--- src/rtl/cts_pkg.sv ---
package cts_pkg;
  localparam int unsigned ST_W = 3;

  typedef enum logic [ST_W-1:0] {
    ST_IDLE      = 3'd0,
    ST_RUNNING   = 3'd1,
    ST_ROB_SQ    = 3'd2,
    ST_TRAP_PEND = 3'd3,
    ST_FTRAP     = 3'd4
  } cmt_status_e;

  typedef enum logic [1:0] {
    POL_AGGR   = 2'd0,
    POL_RR     = 2'd1,
    POL_OLDEST = 2'd2
  } cmt_policy_e;

  function automatic logic st_eligible(logic [ST_W-1:0] s);
    return (s == ST_IDLE) || (s == ST_RUNNING) || (s == ST_FTRAP);
  endfunction
endpackage

--- src/rtl/cts_qualify.sv ---
module cts_qualify
  import cts_pkg::*;
#(
  parameter int unsigned N_THR = 4
) (
  input  logic [N_THR-1:0]      active_i,
  input  logic [N_THR*ST_W-1:0] status_i,
  input  logic [N_THR-1:0]      empty_i,
  input  logic [N_THR-1:0]      head_rdy_i,
  output logic [N_THR-1:0]      elig_o,
  output logic [N_THR-1:0]      qual_o
);
  for (genvar i = 0; i < N_THR; i++) begin : g_thr
    assign elig_o[i] = st_eligible(status_i[i*ST_W +: ST_W]);
    assign qual_o[i] = elig_o[i] & active_i[i] & ~empty_i[i] & head_rdy_i[i];
  end
endmodule

--- src/rtl/cts_oldest.sv ---
module cts_oldest #(
  parameter int unsigned N_THR = 4,
  parameter int unsigned SEQ_W = 16,
  localparam int unsigned TID_W = (N_THR > 1) ? $clog2(N_THR) : 1
) (
  input  logic [N_THR-1:0]       qual_i,
  input  logic [N_THR*SEQ_W-1:0] seq_i,
  output logic                   hit_o,
  output logic [TID_W-1:0]       tid_o
);
  logic [SEQ_W-1:0] best_seq;

  // strict compare keeps the lowest index on ties
  always_comb begin
    hit_o    = 1'b0;
    tid_o    = '0;
    best_seq = '0;
    for (int i = 0; i < N_THR; i++) begin
      if (qual_i[i] && (!hit_o || seq_i[i*SEQ_W +: SEQ_W] < best_seq)) begin
        hit_o    = 1'b1;
        tid_o    = TID_W'(i);
        best_seq = seq_i[i*SEQ_W +: SEQ_W];
      end
    end
  end
endmodule

--- src/rtl/cts_rr_order.sv ---
module cts_rr_order #(
  parameter int unsigned N_THR = 4,
  localparam int unsigned TID_W = (N_THR > 1) ? $clog2(N_THR) : 1
) (
  input  logic              clk_i,
  input  logic              rst_ni,
  input  logic [N_THR-1:0]  qual_i,
  input  logic              upd_i,
  output logic              hit_o,
  output logic [TID_W-1:0]  tid_o
);
  logic [TID_W-1:0] ord_q [N_THR];
  logic [TID_W-1:0] pos;

  always_comb begin
    hit_o = 1'b0;
    tid_o = '0;
    pos   = '0;
    for (int i = 0; i < N_THR; i++) begin
      if (!hit_o && qual_i[ord_q[i]]) begin
        hit_o = 1'b1;
        tid_o = ord_q[i];
        pos   = TID_W'(i);
      end
    end
  end

  always_ff @(posedge clk_i or negedge rst_ni) begin
    if (!rst_ni) begin
      for (int i = 0; i < N_THR; i++) ord_q[i] <= TID_W'(i);
    end else if (upd_i && hit_o) begin
      for (int i = 0; i < N_THR - 1; i++)
        if (TID_W'(i) >= pos) ord_q[i] <= ord_q[i+1];
      ord_q[N_THR-1] <= tid_o;
    end
  end
endmodule

--- src/rtl/commit_thread_sel.sv ---
module commit_thread_sel
  import cts_pkg::*;
#(
  parameter int unsigned N_THR = 4,
  parameter int unsigned SEQ_W = 16,
  localparam int unsigned TID_W = (N_THR > 1) ? $clog2(N_THR) : 1
) (
  input  logic                   clk_i,
  input  logic                   rst_ni,
  input  logic [1:0]             policy_i,
  input  logic [N_THR-1:0]       active_i,
  input  logic [N_THR*ST_W-1:0]  status_i,
  input  logic [N_THR-1:0]       empty_i,
  input  logic [N_THR-1:0]       head_rdy_i,
  input  logic [N_THR*SEQ_W-1:0] head_seq_i,
  input  logic                   accept_i,
  output logic                   sel_valid_o,
  output logic [TID_W-1:0]       sel_tid_o
);
  logic [N_THR-1:0] elig, qual;

  cts_qualify #(.N_THR(N_THR)) u_qual (
    .active_i(active_i), .status_i(status_i), .empty_i(empty_i),
    .head_rdy_i(head_rdy_i), .elig_o(elig), .qual_o(qual)
  );

  if (N_THR == 1) begin : g_single
    logic unused_ok;
    assign unused_ok   = ^{clk_i, rst_ni, policy_i, qual, head_seq_i, accept_i};
    assign sel_valid_o = elig[0];
    assign sel_tid_o   = '0;
  end else begin : g_multi
    logic             rr_hit, old_hit, is_rr;
    logic [TID_W-1:0] rr_tid, old_tid;

    assign is_rr = (policy_i == POL_RR);

    cts_rr_order #(.N_THR(N_THR)) u_rr (
      .clk_i(clk_i), .rst_ni(rst_ni), .qual_i(qual),
      .upd_i(accept_i & is_rr), .hit_o(rr_hit), .tid_o(rr_tid)
    );

    cts_oldest #(.N_THR(N_THR), .SEQ_W(SEQ_W)) u_old (
      .qual_i(qual), .seq_i(head_seq_i), .hit_o(old_hit), .tid_o(old_tid)
    );

    assign sel_valid_o = is_rr ? rr_hit : old_hit;
    assign sel_tid_o   = is_rr ? rr_tid : old_tid;
  end
endmodule

--- config.mk ---
export PLATFORM = sky130hd
export DESIGN_NAME = commit_thread_sel
export DESIGN_NICKNAME = d
export VERILOG_FILES = /design/src/rtl/cts_pkg.sv /design/src/rtl/cts_qualify.sv /design/src/rtl/cts_oldest.sv /design/src/rtl/cts_rr_order.sv /design/src/rtl/commit_thread_sel.sv
export SDC_FILE = /design/constraint.sdc
export NUM_CORES = 1
export LEC_CHECK = 0
export BUFFER_PORTS_ARGS = -buffer_cell sky130_fd_sc_hd__buf_2
export CORE_UTILIZATION = 51
export CTS_CLUSTER_DIAMETER = 150
export DETAILED_ROUTE_END_ITERATION = 6
export PLACE_DENSITY = 0.81
export SYNTH_ARGS = -nofsm -noshare
export SYNTH_HDL_FRONTEND = slang
export SYNTH_SLANG_ARGS = --single-unit
--- constraint.sdc ---
create_clock -name clk_i -period 9.9 [get_ports clk_i]
set_clock_uncertainty 0.15 [all_clocks]
set_input_delay 0.99 -clock clk_i [delete_from_list [all_inputs] [get_ports clk_i]]
set_output_delay 0.99 -clock clk_i [all_outputs]
set_load 0.05 [all_outputs]
==> results of run 1 <==
[worst max-delay path by stage]
stage | endpoint | slack, ps | cells past startpoint
6_report | sel_tid_o[1] | 880 | 26
5_1_grt | sel_tid_o[1] | 550 | 27
2_1_floorplan | sel_tid_o[0] | 1540 | 29
4_1_cts | sel_tid_o[1] | 970 | 27
3_3_place_gp | sel_tid_o[1] | 1190 | 26
3_5_place_dp | sel_tid_o[1] | 990 | 26
[cell type report]
| type | count | area (um2) |
|---|---|---|
| Inverter | 39 | 146 |
| Multi-Input combinational cell | 245 | 2090 |
| Timing Repair Buffer | 96 | 483 |
| Tap cell | 54 | 67.6 |
| Sequential cell | 8 | 205 |
| Clock buffer | 3 | 41.3 |
| Fill cell | 419 | 1660 |
[through the flow]
step	setup slack, ps	hold slack [ps]	total power, mW	instance area, um2
detailed placement	990	347	0.194	2990
global route	550	396	0.255	3030
global placement	1190	346	0.191	2990
floorplan	1540	327	0.152	2480
finish	883	355	0.235	3030
CTS	974	355	0.235	3030
[kinds of logic (layout without fill, tap and decap cells)]
| group | after synthesis | count (layout) |
|---|---|---|
| AND/OR/NAND/NOR | 89 | 89 |
| AO/OA/AOI/OAI | 70 | 70 |
| adder cells (fa/ha/maj) | 45 | 45 |
| buffers and inverters | 43 | 138 |
| multiplexers | 41 | 41 |
| flip-flops | 8 | 8 |
[where the power goes]
group	switching [mW]	internal, mW	total (mW)
Sequential	0.0187	0.0528	0.0715
Combinational	0.0625	0.0614	0.124
Clock	0.0128	0.0263	0.0391
[layout by cell type, fill, tap and decap left out, types with 2 or more instances in the layout]
cell / count
inv_1: 39
nor2_1: 8
clkbuf_8: 3
a211oi_1: 6
and4bb_1: 2
a21o_1: 4
mux2_2: 14
o21a_1: 2
nand2_1: 36
ha_1: 45
mux4_2: 3
and2_1: 3
dfstp_2: 4
dfrtp_1: 4
a32oi_1: 3
nand3_1: 9
a211oi_2: 2
nand4_1: 8
o21ai_0: 18
mux2i_1: 4
mux2_1: 2
buf_2: 95
a21oi_1: 15
nand4b_1: 2
nor3_1: 9
nor2b_1: 2
o211ai_1: 7
mux2_4: 18
[routing by layer]
layer	track usage, %	vias to the layer above	wire length [um]
li1	-	1296	-
met4	5.45	0	81
met1	33.5	1178	2920
met5	0	-	0
met3	2.81	8	318
met2	47.5	87	3210
[critical path, delay by kind of cell]
kind	cells	cell delay, ps
and+or+nand+nor	6	1240
AOI/OAI and AO/OA	12	3230
buffers and inverters	3	690
muxes	2	770
adders and majority gates	3	930
==> metrics.cfg, run 1 <==
[power]
peakVddDrop_v=0.0000534
p_per_area_nw_per_um2=77.4
leakage_nw=1.51

[placed_design]
port_buffers=95
post-dp-hpwl_mm=5.73
gp_congestion=0.856
placed_cells=442

[yosys]
yosys-top-cells-count=ha_1, inv_1, nand2_1
synth_top_area_share_pct=22.7
yosysWarnings=0
synth-xor-area-share_pct=0
synth-main-ff-cell=dfstp_2
yosysMostFrequentCell=ha_1
synthAdderAreaFrac_pct=22.7
ys_seq_area_share_pct=8.27
synth_area_um2=2480
syn_area_per_cell_um2=8.38
synth-edff-count=0
synth_top_family_by_area=adder cells
synthTopCellsByArea=ha_1, mux2_4, mux2_2
synth-seq-cells=8
yosys.area.top_type=ha_1
synth.distinct_cells=52
async_flop_share_pct=100
syn_inst=296
yosys.area_share.simple_pct=19.3
synthMuxAreaShare_pct=22.5
syn_nets=434
synth_compound_area_share_pct=19.6

[sta]
tns_ps=0
relSlewSlack_pct=61.7
maxSlewViolCount=0
rsz0062_at_grt=no
min_period_ps=9020
setup_viol=0
hold_violations=0
timing.fmax_mhz=111
fin_crit_sh_pct=91.1
tightest_slew_ps=574

[route]
via_per_inst=5.77
postRouteWirelength_mm=6.53
dr.pass1.iters=4
wl_per_cell_um=14.7
route.detailed.drc=0
num_vias=2569
drt-initial-drc-count=128
drtAntennaViolNets=0

[floorplanning]
die-area_um2=5150
rows=25
io_pins=96
initial_utilization_pct=52.9
die_w_um=71.8
core_area_um2=4690
fp.dieH_um=71.8

[setup_path]
crit_path_start_kind=primary input
reg2regPathDepth=4
worst_r2r_endpoint=g_multi.u_rr.ord_q[2]$_DFFE_PN0P_
cp_max_fo=18
critPathKind=in -> out
cp.arrival_ps=7880
reg2reg_setup_slack_ps=7890
r2r-start=g_multi.u_rr.ord_q[3]$_DFFE_PN1P_
critPathMaxStageDelay_ps=500
worstSetupEndpointType=output port
crit_path_start=status_i[1]
worst_path_max_delay_cell=a21oi_2
worstPathRequired_ps=8760
crit_top_cell=ha_1

[grt]
grt_max_degree=19
grt_pass1_wl_mm=10.8
antenna_found_initial=0
grt.total_usage_pct=26.2
grt_pass1_vias=2485
grt_overflow=0

[clocking]
cts-resized-gates=0
cts_hold_buf=0
clock_latency_ps=230
cts_buffer_depth=2
clk_pin_slew_ps=40
cts_sinks=8
cts_buffers=3
cts_tree=done
ctsRootBufferMaster=clkbuf_8
cts_setup_buffers=0
cts.htree.levels=1

[worst_hold_path]
min_from=g_multi.u_rr.ord_q[1]$_DFFE_PN1P_
min_path_cells=2
min_path_type=reg -> reg
min_to=g_multi.u_rr.ord_q[1]$_DFFE_PN1P_

[cells_and_area]
antenna_cells=0
synthToLayoutAreaGrowth_pct=22.1
drive_above_1_share_pct=38.6
final_util_pct=64.6
largestRegisters=g_multi.u_rr.ord_q x8
layout.nets=531
stdcell_count=445
largest_register_ffs=8
largest-register=g_multi.u_rr.ord_q

[job]
maxCapViolations=0

[run_status]
status=completed

Power figures use the tool's default switching activity.
==> run 2: changes to the inputs <==
- CORE_UTILIZATION: 51 -> 50
- SYNTH_HIERARCHICAL: not set -> 1
==> metrics.cfg, run 2 <==
[run_status]
status=completed  ; unchanged

[power]
peakVddDrop_v=0.0000948  ; was 0.0000534 V
switching_power_mw=0.0590  ; was 0.0940 mW
intPower_mw=0.111  ; was 0.141 mW
swShare_pct=34.8  ; was 40.1%
leakage_nw=1.35  ; was 1.51 nW
p_per_area_nw_per_um2=59.0  ; was 77.4 nW/um2
finalPower_mw=0.170  ; was 0.235 mW
comb_power_share_pct=49.6  ; was 52.8%
power.share.clock_pct=23.6  ; was 16.7%
seqPwrFrac_pct=26.8  ; was 30.5%

[setup_path]
r2r-start=g_multi.u_rr/ord_q[4]$_DFFE_PN1P_  ; was g_multi.u_rr.ord_q[3]$_DFFE_PN1P_
worst_path_max_delay_cell=and4b_2  ; was a21oi_2
worst_r2r_endpoint=g_multi.u_rr/ord_q[2]$_DFFE_PN0P_  ; was g_multi.u_rr.ord_q[2]$_DFFE_PN0P_
cp.arrival_ps=8010  ; was 7880 ps
crit_top_cell=ha_1  ; unchanged
critPathKind=in -> out  ; unchanged
worstPathRequired_ps=8760  ; about the same
worstSetupEndpointType=output port  ; unchanged
crit_path_start_kind=primary input  ; unchanged
reg2regPathDepth=4  ; unchanged
cp_max_fo=25  ; was 18
critPathMaxStageDelay_ps=550  ; was 500 ps
reg2reg_setup_slack_ps=7660  ; was 7890 ps

[sta]
relSlewSlack_pct=68.7  ; was 61.7%
timing.fmax_mhz=109  ; was 111 MHz
rsz0062_at_grt=no  ; unchanged
min_period_ps=9150  ; was 9020 ps
setup_viol=0  ; unchanged
tns_ps=0  ; unchanged
fin_crit_sh_pct=92.4  ; was 91.1%
hold_violations=0  ; unchanged
tightest_slew_ps=469  ; was 574 ps
maxSlewViolCount=0  ; unchanged
hold-worst-slack_ps=350  ; was 355 ps

[placed_design]
placed_cells=420  ; was 442
post-dp-hpwl_mm=5.06  ; was 5.73 mm
gp_congestion=0.912  ; was 0.856
port_buffers=95  ; unchanged

[clocking]
ctsRootBufferMaster=clkbuf_8  ; unchanged
cts_tree=done  ; unchanged
clock_latency_ps=230  ; about the same
clk_pin_slew_ps=40  ; about the same
cts_buffers=3  ; unchanged
cts_buffer_depth=2  ; unchanged
cts_sinks=8  ; unchanged
cts.htree.levels=1  ; unchanged
cts_hold_buf=0  ; unchanged

[cells_and_area]
drive_above_1_share_pct=35.5  ; was 38.6%
layout.nets=511  ; was 531
synthToLayoutAreaGrowth_pct=24.2  ; was 22.1%
largest_register_ffs=8  ; unchanged
final_cell_mix=buf_2, ha_1, nand2_1, nor2_1, inv_1  ; was buf_2, ha_1, inv_1, nand2_1
largest-register=g_multi.u_rr/ord_q  ; was g_multi.u_rr.ord_q
antenna_cells=0  ; unchanged
layout_commonest_cell=buf_2  ; unchanged
final_util_pct=65.2  ; was 64.6%
largestRegisters=g_multi.u_rr/ord_q x8  ; was g_multi.u_rr.ord_q x8
stdcell_count=424  ; was 445

[yosys]
synth_area_um2=2320  ; was 2480 um2
yosysWarnings=6  ; was 0
synth-main-ff-cell=dfstp_2  ; unchanged
synth-seq-cells=8  ; unchanged
yosys-top-cells-count=ha_1, nand2_1, nor2_1  ; was ha_1, inv_1, nand2_1
syn_nets=415  ; was 434
synthTopCellsByArea=ha_1, mux2i_1, o2bb2a_1  ; was ha_1, mux2_4, mux2_2
yosys.area.top_type=ha_1  ; unchanged
syn_inst=277  ; was 296
synth-edff-count=0  ; unchanged
ys_seq_area_share_pct=8.86  ; was 8.27%
async_flop_share_pct=100  ; unchanged
synth.distinct_cells=51  ; was 52
synth_top_area_share_pct=24.3  ; was 22.7%
yosysMostFrequentCell=ha_1  ; unchanged
syn_area_per_cell_um2=8.37  ; was 8.38 um2

[floorplanning]
fp.dieH_um=70.1  ; was 71.8 um
core_area_um2=4410  ; was 4690 um2
rows=24  ; was 25
io_pins=96  ; unchanged
die-area_um2=4910  ; was 5150 um2
initial_utilization_pct=52.5  ; was 52.9%
die_w_um=70.1  ; was 71.8 um

[grt]
grt.total_usage_pct=24.3  ; was 26.2%
grt_max_degree=26  ; was 19
grt_pass1_wl_mm=9.92  ; was 10.8 mm
antenna_found_initial=0  ; unchanged
grt_pass1_vias=2344  ; was 2485
grt_overflow=0  ; unchanged

[route]
drt-initial-drc-count=98  ; was 128
dr.pass1.iters=4  ; unchanged
wl_per_cell_um=13.7  ; was 14.7 um
via_per_inst=5.76  ; was 5.77
num_vias=2441  ; was 2569
route.detailed.drc=0  ; unchanged
postRouteWirelength_mm=5.79  ; was 6.53 mm
drtAntennaViolNets=0  ; unchanged

[worst_hold_path]
min_from=g_multi.u_rr/ord_q[0]$_DFFE_PN1P_  ; was g_multi.u_rr.ord_q[1]$_DFFE_PN1P_
min_path_type=reg -> reg  ; unchanged
min_to=g_multi.u_rr/ord_q[0]$_DFFE_PN1P_  ; was g_multi.u_rr.ord_q[1]$_DFFE_PN1P_
min_path_cells=2  ; unchanged

[job]
maxCapViolations=0  ; unchanged

[run 2: cell count changes after synthesis, moves of 4 or more]
cell	change
inv_1	-20
mux2_4	-15
mux2i_1	+14
nor2_1	+14
o2bb2a_1	+14
nand3_1	-8
mux2_2	-7
o211ai_1	-5
o21ai_0	-5
and4b_1	+4
nand4_1	-4
[run 2: routing by layer]
layer  wire [um]  track usage (%)  vias up  share of wire, %
li1            -                -     1252                 -
met1        2510             29.9     1090                43
met2        2850             44.8       87                49
met3         329             2.31       12               5.7
met4         107             6.89        0               1.8
met5           0                0        -                 0
[run 2: worst max-delay path: cells and delay by family]
kind	cells	cell delay, ps
simple gates	6	1800
mux	2	420
fa+ha+maj	3	880
buf+inv	3	400
compound gates	16	3500
[run 2: power groups by stage]
stage               combinational, mW  sequential [mW]  clock (mW)
floorplan                      0.0524           0.0442           0
global placement               0.0818           0.0456           0
detailed placement             0.0842           0.0459           0
CTS                            0.0846           0.0455      0.0413
global route                   0.0947           0.0470      0.0437
finish                         0.0842           0.0455      0.0401
[run 2: cell families after synthesis]
logic type | after synthesis | synth area share [%]
adders and majority gates | 45 | 24.3
DFF | 8 | 8.86
buffers and inverters | 25 | 4.91
and+or+nand+nor | 97 | 22.0
AOI/OAI and AO/OA | 70 | 22.9
muxes | 32 | 17.0
[run 2: final cells by class]
| cell class | count | area, um2 |
|---|---|---|
| multi-input combinational | 244 | 2000 |
| fill | 358 | 1540 |
| timing repair buffer | 97 | 490 |
| sequential | 8 | 205 |
| inverter | 19 | 71.3 |
| tap | 52 | 65.1 |
| clock buffer | 4 | 45.0 |
[run 2: through the flow]
step	worst slack, ps	cell area, um2
floorplan	1470	2320
CTS	290	2880
global placement	480	2830
finish	753	2880
detailed placement	307	2830
global route	228	2880
[run 2: what timing repair did]
item | 4_1_cts | 5_1_grt
endpoints found under the setup margin | 0 | 2
buffers inserted | 0 | 0
resized for setup | 0 | 2
[run 2: how the worst max path moves through the flow]
stage / from / end / slack [ps] / cells after the start
6_report: status_i[2] / sel_tid_o[1] / 750 / 30
2_1_floorplan: status_i[2] / sel_tid_o[1] / 1470 / 30
3_5_place_dp: status_i[2] / sel_tid_o[1] / 310 / 28
5_1_grt: status_i[2] / sel_tid_o[1] / 230 / 31
3_3_place_gp: status_i[2] / sel_tid_o[1] / 480 / 30
4_1_cts: status_i[2] / sel_tid_o[1] / 290 / 28
==> run 3: changes to the inputs <==
- CORE_UTILIZATION: 50 -> 51
- CTS_BUF_LIST: not set -> sky130_fd_sc_hd__clkbuf_16
- SYNTH_HIERARCHICAL: 1 -> not set
==> metrics.cfg, run 3 (synthesis results as in run 1) <==
[clocking]
cts_tree=done  ; unchanged
clock_latency_ps=230  ; about the same
cts_hold_buf=0  ; unchanged
cts.htree.levels=1  ; unchanged
ctsRootBufferMaster=clkbuf_16  ; was clkbuf_8
cts_buffer_depth=2  ; unchanged
cts_setup_buffers=0  ; unchanged
cts_buffers=3  ; unchanged
cts_sinks=8  ; unchanged
clk_pin_slew_ps=40  ; about the same
cts-resized-gates=0  ; unchanged

[route]
route.detailed.drc=0  ; unchanged
dr.pass1.iters=4  ; unchanged
wl_met3_um=349  ; was 329 um
highest-signal-layer=met4  ; unchanged
wl_met2_mm=3.22  ; was 2.85 mm
drtAntennaViolNets=0  ; unchanged
drt-initial-drc-count=137  ; was 98
num_vias=2574  ; was 2441
postRouteWirelength_mm=6.53  ; was 5.79 mm
wl_per_cell_um=14.7  ; was 13.7 um
via_per_inst=5.78  ; was 5.76
met1_length_mm=2.88  ; was 2.51 mm

[setup_path]
critPathMaxStageDelay_ps=500  ; was 550 ps
crit_top_cell=ha_1  ; unchanged
worst_path_max_delay_cell=a21oi_2  ; was and4b_2
reg2reg_setup_slack_ps=7890  ; was 7660 ps
worst_r2r_endpoint=g_multi.u_rr.ord_q[2]$_DFFE_PN0P_  ; was g_multi.u_rr/ord_q[2]$_DFFE_PN0P_
cp.arrival_ps=7890  ; was 8010 ps
critPathKind=in -> out  ; unchanged
r2r-start=g_multi.u_rr.ord_q[3]$_DFFE_PN1P_  ; was g_multi.u_rr/ord_q[4]$_DFFE_PN1P_
crit_family=compound AO/OA/AOI/OAI gates  ; unchanged
crit_path_start_kind=primary input  ; unchanged
cp_max_fo=18  ; was 25
worstPathRequired_ps=8760  ; about the same
worstSetupEndpointType=output port  ; unchanged
reg2regPathDepth=4  ; unchanged
worst-path-buf-inv=3  ; unchanged

[cells_and_area]
final_cell_mix=buf_2, ha_1, inv_1, nand2_1  ; was buf_2, ha_1, nand2_1, nor2_1, inv_1
largest-register=g_multi.u_rr.ord_q  ; was g_multi.u_rr/ord_q
layout.nets=531  ; was 511
antenna_cells=0  ; unchanged
fillers=410  ; was 358
largestRegisters=g_multi.u_rr.ord_q x8  ; was g_multi.u_rr/ord_q x8
synthToLayoutAreaGrowth_pct=23.5  ; was 24.2%
drive_above_1_share_pct=38.6  ; was 35.5%
layout_commonest_cell=buf_2  ; unchanged
largest_register_ffs=8  ; unchanged

[grt]
grt_max_degree=19  ; was 26
antenna_found_initial=0  ; unchanged
grt.total_usage_pct=26.4  ; was 24.3%
grt_overflow=0  ; unchanged
grt_pass1_vias=2479  ; was 2344
grt_pass1_wl_mm=10.8  ; was 9.92 mm

[sta]
rsz0062_at_grt=no  ; unchanged
min_period_ps=9030  ; was 9150 ps
setup_viol=0  ; unchanged
fin_crit_sh_pct=91.2  ; was 92.4%
maxSlewViolCount=0  ; unchanged
tns_ps=0  ; unchanged
hold_violations=0  ; unchanged
tightest_slew_ps=575  ; was 469 ps
timing.fmax_mhz=111  ; was 109 MHz
relSlewSlack_pct=61.7  ; was 68.7%

[floorplanning]
core_area_um2=4690  ; was 4410 um2
rows=25  ; was 24
die-area_um2=5150  ; was 4910 um2
die_w_um=71.8  ; was 70.1 um
io_pins=96  ; unchanged
initial_utilization_pct=52.9  ; was 52.5%
fp.dieH_um=71.8  ; was 70.1 um

[power]
p_per_area_nw_per_um2=85.9  ; was 59.0 nW/um2
peakVddDrop_v=0.0000734  ; was 0.0000948 V
leakage_nw=1.53  ; was 1.35 nW
finalPower_mw=0.263  ; was 0.170 mW

[placed_design]
gp_congestion=0.856  ; was 0.912
post-dp-hpwl_mm=5.73  ; was 5.06 mm
port_buffers=95  ; unchanged

[job]
maxCapViolations=0  ; unchanged

[worst_hold_path]
min_from=g_multi.u_rr.ord_q[1]$_DFFE_PN1P_  ; was g_multi.u_rr/ord_q[0]$_DFFE_PN1P_
min_path_type=reg -> reg  ; unchanged
min_path_cells=2  ; unchanged
min_to=g_multi.u_rr.ord_q[1]$_DFFE_PN1P_  ; was g_multi.u_rr/ord_q[0]$_DFFE_PN1P_

[run_status]
status=completed  ; unchanged

[run 3: final cells by class]
cell class	instances	area [um2]	share of cell area [%]
clock buffers	3	75.1	2.45
inverters	39	146	4.78
multi-input cells	245	2090	68.1
flip-flops and latches	8	205	6.70
well taps	54	67.6	2.20
repair buffers	96	483	15.8
[run 3: routing by layer]
metal / up-vias / track usage (%)
li1: 1298 / -
met1: 1183 / 33.5
met2: 85 / 47.4
met3: 8 / 3.66
met4: 0 / 5.45
met5: - / 0
[run 3: power breakdown]
group	switching (mW)	internal [mW]	leakage [nW]
combinational	0.0625	0.0614	1.40
clock	0.0157	0.0521	0.0370
sequential	0.0187	0.0528	0.0888
total	0.0969	0.166	1.53
[run 3: worst max-delay path by stage]
| stage | startpoint | to | slack [ps] | cells after the start |
|---|---|---|---|---|
| floorplan | status_i[1] | sel_tid_o[0] | 1540 | 29 |
| global placement | status_i[1] | sel_tid_o[1] | 1190 | 26 |
| detailed placement | status_i[1] | sel_tid_o[1] | 990 | 26 |
| CTS | status_i[1] | sel_tid_o[1] | 970 | 27 |
| global route | status_i[1] | sel_tid_o[1] | 550 | 27 |
| finish | status_i[1] | sel_tid_o[1] | 870 | 26 |
[run 3: stage by stage]
step | instances | utilization (%) | area [um2] | hold slack [ps] | setup slack, ps
after CTS | 445 | 65.3 | 3060 | 354 | 974
after floorplan | 296 | - | 2480 | 327 | 1540
final | 445 | 65.3 | 3060 | 357 | 869
after global routing | 445 | 65.3 | 3060 | 396 | 550
after detailed placement | 442 | 63.7 | 2990 | 347 | 990
after global placement | 442 | 63.7 | 2990 | 346 | 1190
[run 3: worst min-delay path, delay by kind of cell, from the launching register on]
kind / cells / cell delay (ps)
flip-flops: 1 / 390
multiplexers: 1 / 50
buffers and inverters: 1 / 50
